## src/rtl/pixrd_pkg.sv

```systemverilog
package pixrd_pkg;

    localparam int PIX_W = 16;
    localparam int OFS_W = $clog2(PIX_W);

    typedef logic [PIX_W-1:0] word_t;
    typedef logic [OFS_W-1:0] ofs_t;

    // word pair covering an unaligned pixel run
    typedef struct packed {
        word_t hi;
        word_t lo;
    } span_t;

    // what the source register does this cycle
    typedef enum logic [1:0] {
        SRC_HOLD     = 2'd0,
        SRC_FROM_FB  = 2'd1,
        SRC_FROM_BUS = 2'd2
    } src_sel_e;

    typedef struct packed {
        src_sel_e sel;
        logic     lat_en;
    } step_t;

    function automatic step_t decode_step(input logic rd, input logic wr);
        step_t s;
        s.lat_en = rd;
        if (rd)      s.sel = SRC_FROM_FB;
        else if (wr) s.sel = SRC_FROM_BUS;
        else         s.sel = SRC_HOLD;
        return s;
    endfunction

endpackage

```

## src/rtl/pixrd_ctl.sv

```systemverilog
module pixrd_ctl
    import pixrd_pkg::*;
(
    input  logic  rd_stb,
    input  logic  src_wr,
    output step_t step
);
    always_comb begin
        step = decode_step(rd_stb, src_wr);
    end
endmodule

```

## src/rtl/pixrd_justify.sv

```systemverilog
module pixrd_justify #(
    parameter int W  = pixrd_pkg::PIX_W,
    localparam int SW = $clog2(W)
) (
    input  logic [W-1:0]  fb_cur,
    input  logic [W-1:0]  fb_nxt,
    input  logic [SW-1:0] ofs,
    input  logic [SW-1:0] wid_code,
    output logic [W-1:0]  keep_mask,
    output logic [W-1:0]  just_word
);
    logic [2*W-1:0] stage [0:SW];

    assign stage[0] = {fb_cur, fb_nxt};

    // logarithmic shifter, one stage per offset bit
    for (genvar s = 0; s < SW; s++) begin : g_shift
        assign stage[s+1] = ofs[s] ? (stage[s] << (1 << s)) : stage[s];
    end

    // keep bit i when it lies within the top (code+1) positions
    for (genvar i = 0; i < W; i++) begin : g_mask
        assign keep_mask[i] = ((int'(wid_code) + i) >= (W - 1));
    end

    assign just_word = stage[SW][2*W-1:W] & keep_mask;
endmodule

```

## src/rtl/pixrd_regs.sv

```systemverilog
module pixrd_regs
    import pixrd_pkg::*;
#(
    parameter int W = PIX_W
) (
    input  logic         clk,
    input  logic         rst,
    input  step_t        step,
    input  logic [W-1:0] fb_val,
    input  logic [W-1:0] bus_val,
    output logic [W-1:0] src_r,
    output logic [W-1:0] lat_r
);
    always_ff @(posedge clk) begin
        if (rst) begin
            src_r <= '0;
            lat_r <= '0;
        end else begin
            if (step.lat_en) lat_r <= src_r;
            unique case (step.sel)
                SRC_FROM_FB:  src_r <= fb_val;
                SRC_FROM_BUS: src_r <= bus_val;
                default:      src_r <= src_r;
            endcase
        end
    end
endmodule

```

## src/rtl/pixrd_path.sv

```systemverilog
module pixrd_path
    import pixrd_pkg::*;
#(
    parameter int W = PIX_W,
    localparam int SW = $clog2(W)
) (
    input  logic          clk,
    input  logic          rst,
    input  logic          rd_stb,
    input  logic          src_wr,
    input  logic [W-1:0]  wr_data,
    input  logic [W-1:0]  fb_cur,
    input  logic [W-1:0]  fb_nxt,
    input  logic [SW-1:0] pix_ofs,
    input  logic [SW-1:0] wid_code,
    output logic [W-1:0]  bus_rdata,
    output logic [W-1:0]  src_q
);
    step_t        step;
    logic [W-1:0] keep_mask;
    logic [W-1:0] fb_just;
    logic [W-1:0] bus_trim;

    pixrd_ctl u_ctl (
        .rd_stb (rd_stb),
        .src_wr (src_wr),
        .step   (step)
    );

    pixrd_justify #(.W(W)) u_just (
        .fb_cur    (fb_cur),
        .fb_nxt    (fb_nxt),
        .ofs       (pix_ofs),
        .wid_code  (wid_code),
        .keep_mask (keep_mask),
        .just_word (fb_just)
    );

    // bus writes keep only the high-order width bits as well
    assign bus_trim = wr_data & keep_mask;

    pixrd_regs #(.W(W)) u_regs (
        .clk     (clk),
        .rst     (rst),
        .step    (step),
        .fb_val  (fb_just),
        .bus_val (bus_trim),
        .src_r   (src_q),
        .lat_r   (bus_rdata)
    );
endmodule

```

## config.mk

```make
export PLATFORM = sky130hd
export DESIGN_NAME = pixrd_path
export DESIGN_NICKNAME = d
export VERILOG_FILES = /design/src/rtl/pixrd_pkg.sv /design/src/rtl/pixrd_ctl.sv /design/src/rtl/pixrd_justify.sv /design/src/rtl/pixrd_regs.sv /design/src/rtl/pixrd_path.sv
export SDC_FILE = /design/constraint.sdc
export NUM_CORES = 1
export LEC_CHECK = 0
export ABC_CLOCK_PERIOD_IN_PS = 3150
export BUFFER_PORTS_ARGS = -buffer_cell sky130_fd_sc_hd__buf_2
export CELL_PAD_IN_SITES_DETAIL_PLACEMENT = 1
export CELL_PAD_IN_SITES_GLOBAL_PLACEMENT = 2
export CORE_ASPECT_RATIO = 0.6
export CORE_UTILIZATION = 34
export DETAILED_ROUTE_END_ITERATION = 10
export PLACE_DENSITY_LB_ADDON = 0.2
export REMOVE_ABC_BUFFERS = 1
export SYNTH_ARGS = -nofsm -noshare
export SYNTH_HDL_FRONTEND = slang
export SYNTH_SLANG_ARGS = --single-unit
```

## constraint.sdc

```tcl
create_clock -name clk -period 3.15 [get_ports clk]
set_clock_uncertainty 0.1 [all_clocks]
set_input_delay 0.1575 -clock clk [delete_from_list [all_inputs] [get_ports clk]]
set_output_delay 0.1575 -clock clk [all_outputs]
set_load 0.02 [all_outputs]
```

; Yosys cells after proc, flatten, opt, wreduce, memory -nomap -nowiden
; Index checks and enable logic that the tools add are counted.
[op_classes]
addsub = 15
magnitude_cmp = 16
n_eq_ne = 2
muxes = 7
bitwise = 2
n_reduce_logical = 1
[ops]
columns = cell, n
row1 = greater-or-equal comparator 32 x 5 -> 1 bit (second input constant), 13
row2 = two-way mux 32 bit, 4
row3 = adder 4 x 4 -> 5 bit (second input constant), 8
row4 = AND 16 bit, 2
row5 = case mux 16 bit (2 select lines), 1
row6 = adder 4 x 3 -> 5 bit (second input constant), 4
row7 = adder 4 x 2 -> 5 bit (second input constant), 2
row8 = greater-or-equal comparator 5 x 4 -> 1 bit (second input constant), 2
row9 = adder 4 x 1 -> 5 bit (second input constant), 1
row10 = greater-or-equal comparator 4 bit (second input constant), 1
row11 = two-way mux 2 bit, 2
row12 = equality test 2 x 1 -> 1 bit (second input constant), 1
row13 = equality test 2 bit (second input constant), 1
row14 = nonzero test 2 bit, 1
[word_totals]
reg_bits = 32
input_bits = 60

; Longest topological paths before layout
[logic_depth]
depth_word = 6
depth_mapped = 8

; Hierarchy
; A second synthesis with hierarchy kept.
[unflattened]
cells_unflattened = 370
area_unflattened_um2 = 3407.0
[by_module_without_submodules]
columns = module, instances, cells_per_inst, area_per_inst_um2
row1 = pixrd_justify, 1, 227, 1891.8
row2 = pixrd_regs, 1, 124, 1386.3
row3 = pixrd_path, 1, 16, 100.1
row4 = pixrd_ctl, 1, 3, 28.8

; Worst setup path after synthesis
; No wires, ideal clock.
[synth_timing]
path_type = input to register
start = input port pix_ofs[2]
end = register u_regs.src_r[1]
setup_time_ps = 127
t_arrival_ps = 1591
required_ps = 2923
path_slack_ps = 1332
path_stages = 6
path_cell_list = buf_6 > mux2_4 > mux4_2 > a22oi_1 > nor4_1 > or3_1
[synth_between]
elab_chain_len = 4
[synth_rtl]
columns = item, line
row1 = from (decl), pixrd_path.sv:14  ; input logic [SW-1:0] pix_ofs,
row2 = two-way mux 32 bit (2 in series), pixrd_justify.sv:18  ; assign stage[s+1] = ofs[s] ? (stage[s] << (1 << s)) : stage[s];
row3 = AND 16 bit, pixrd_justify.sv:26  ; assign just_word = stage[SW][2*W-1:W] & keep_mask;
row4 = case mux 16 bit (2 select lines), pixrd_regs.sv:20  ; unique case (step.sel)
row5 = to (signal assigned), pixrd_regs.sv:21  ; SRC_FROM_FB: src_r <= fb_val;
row6 = to (signal assigned), pixrd_regs.sv:22  ; SRC_FROM_BUS: src_r <= bus_val;
row7 = to (signal assigned), pixrd_regs.sv:23  ; default: src_r <= src_r;
row8 = to (decl), pixrd_regs.sv:11  ; output logic [W-1:0] src_r,
; Every way passes these cells.
; A chain may end at the register's enable or synchronous reset.

; Final worst setup path
[layout_timing]
start = input port pix_ofs[0]
end = register u_regs.src_r[1]
[layout_between]
elab_chain_len = 6
[layout_rtl]
columns = item, line
row1 = two-way mux 32 bit (4 in series), pixrd_justify.sv:18
row2 = AND 16 bit, pixrd_justify.sv:26
row3 = case mux 16 bit (2 select lines), pixrd_regs.sv:20
; Every way passes these cells.

==> metrics.txt <==
CP max FO=17; clk slew on worst S/H paths=50 ps; combinational power share=32.4%; Max Cap Viol=0; drc violations=8; pin count of the biggest net entering global routing=38; WS Path Type=in -> reg; share of layout cells above drive strength 1=34.5%; Largest stage delay, worst path=650 ps; DRT iter0 DRCs=108; dominant synthesized flop cell=dfxtp_1; type of origin of the critical path=input pin; worst r2r path cells=3; vias in the first global route=a little over 3000; Setup TNS Final=0 ps; worst slew pin tran=731 ps; Ys Warns=0; Period minus WS final=2030 ps; Die Y=76.1 um; slowest CP cell=mux4_1; CP Cell Sequence=buf_2 > mux4_1 > mux2_2 > a22oi_1 > nor4_1 > or3_1; Largest delay share family, worst path=multiplexers; crit path launch=pix_ofs[0]; fraction of registers with async set or reset after synthesis=0%; clock buffer depth=2; Skew-Pair Late Insertion Delay=280 ps; synthesized area per cell=9.32 um^2; Nets=between 400 and 500; Cell Pwr Density=369 nW/um^2; Leak=1.67 nW; Setup crit end kind=flip-flop; R2R Path Start=u_regs.src_r[5]; cts repair resizes=0; post-synthesis register bit count=32; switching power=~0.45 mW; Final HPWL DP=7.96 mm; CTS sink cnt=32; commonest non-fill, non-tap cell in the layout=buf_2; CTS buffer count=5; IO Count=92; area grow syn2layout=20.5%; fin crit share=between 60% and 70%; cell area after synthesis=3110 um^2; H-tree Lvls=2; sequential fraction of design power=32.0%; Synth Instances=about 330; CP Data Required Time=3220 ps; initial antenna violation count=0; total power=1.39 mW; Initial Util=35.8%; Hold WC Path Type=in -> reg; final core area utilization=43.2%; ant diodes=0; worst path buffer plus inverter count=1; RSZ-0062 raised after global routing=no; count of final max-slew check failures=0; Cell Rows=26; Vias per Instance=5.72; total grt overflow=0; clock network power share=35.6%; final setup fails=0; Worst Path Arrival=~2100 ps; sequential area share after synthesis=20.6%; Synth cell types=56; final std cells w/o fill=around 520; detailed-route via count=approximately 3000; Worst R2R Setup Slack=between 1500 and 2000 ps; number of setup buffers added after CTS=0; Routed WL per cell=19.7 um; cell taking the most area after synthesis=dfxtp_1; Die ar.=9560 um^2; final hold vios=0; Clock Tree Root=clkbuf_16; failing checks=DRC; Placed Cells=516; TritonCTS clock tree=built; global-route wire length before repair=approximately 17 mm; Synth top area share=~20%; switching share of power=32.3%; worst r2r dst=u_regs.src_r[5]; Peak Freq=492 MHz; gp weighted congestion=0.797; I/O Buffers=90; slew margin rel.=51.3%; drt total wl=10.3 mm; Total Routing Usage GR=22.4%; first drt pass iteration count=7; VDD IR max=0.215 mV; Final ANT Viol Nets=0; synth top area cells=dfxtp_1 21%, mux4_2 16%, mux2i_1 13%; core area=8690 um^2; most frequent cells in the layout=90 x buf_2, 39 x mux2i_1, 32 x nor2_1, 32 x dfxtp_1, 28 x nand2_1; fillcell total=1026; Die Width=126 um; Post-synth EDFFs=0; Hold Buf Count CTS=0; CP endpoint=u_regs.src_r[1]; Critical Path Stages=6; outcome=finished, violations left; Power Internal=0.938 mW
## worst register-to-register path, cell delays in order, from the launching register on
cell and delay (ps):
dfxtp_1 400, mux2i_1 110, o221a_1 250, nor4_1 270
## state kept, by name, summed over array words and instances, names as in the netlist
register,cells
u_regs.lat_r,16
u_regs.src_r,16
## cell families (layout without fill, tap and decap cells)
family	Yosys count	in the layout	synth area share, %
multiplexers	82	82	36.9
AND/OR/NAND/NOR	96	96	14.2
adder cells (fa/ha/maj)	10	10	4.02
flip-flops	32	32	20.6
AO/OA/AOI/OAI	76	76	17.4
XOR/XNOR	1	1	0.281
buffers and inverters	37	115	6.55
## routing by layer
metal / wire length [um] / global-route usage (%) / up-vias
met5: 0 / 0 / -
met3: 689 / 5.13 / 7
met1: 5400 / 34.0 / 1458
li1: - / - / 1436
met4: 63 / 4.02 / 0
met2: 4170 / 31.9 / 95
## layout make-up
class                           instances  area, um^2  share of cell area (%)
Inverter                                9        33.8                   0.900
Timing Repair Buffer                   98         523                    13.9
Tap cell                              112         140                    3.73
Clock buffer                            8         146                    3.90
Multi-Input combinational cell        265        2270                    60.5
Sequential cell                        32         641                    17.1
## power groups by stage
stage | logic, mW | clock network, mW | registers (mW)
global route | 0.488 | 0.530 | 0.446
floorplan | 0.222 | 0 | 0.473
CTS | 0.450 | 0.510 | 0.444
global placement | 0.438 | 0 | 0.451
finish | 0.449 | 0.493 | 0.444
detailed placement | 0.447 | 0 | 0.452
## synthesized netlist by cell type (all sizes together), types with 2 or more instances
cell type and n:
mux2i 39, mux2 20, a211oi 3, nor4b 2, and2 2, nand2b 3, a32o 4, nand3 3
ha 10, a2111oi 3, o21ai 11, buf 16, nor4 4, dfxtp 32, o22ai 3, a22oi 3
a22o 3, a21oi 20, a311o 2, and3 2, nor2 32, a21boi 2, nor2b 5, clkbuf 12
inv 9, a311oi 2, nand2 28, a32oi 2, a31oi 2, nor3b 2, o211ai 5, o41ai 3
mux4 23, nor3 10
## stage by stage
step	hold WS, ps	worst slack [ps]	area [um^2]
after floorplan	130	1460	2940
after global placement	326	842	3610
after detailed placement	331	803	3610
after CTS	31.4	1110	3750
after global routing	55.3	1000	3750
final	34.9	1120	3750
## worst min path at each step
stage                 from          endpoint  slack (ps)  cells past startpoint
2_1_floorplan          rst   u_regs.lat_r[0]         130                      1
3_3_place_gp   wr_data[12]  u_regs.src_r[12]         330                      3
3_5_place_dp   wr_data[12]  u_regs.src_r[12]         330                      3
4_1_cts        wr_data[12]  u_regs.src_r[12]          30                      3
5_1_grt        wr_data[12]  u_regs.src_r[12]          60                      3
6_report       wr_data[12]  u_regs.src_r[12]          30                      3
Note: power is estimated with default switching activity, not from simulation.
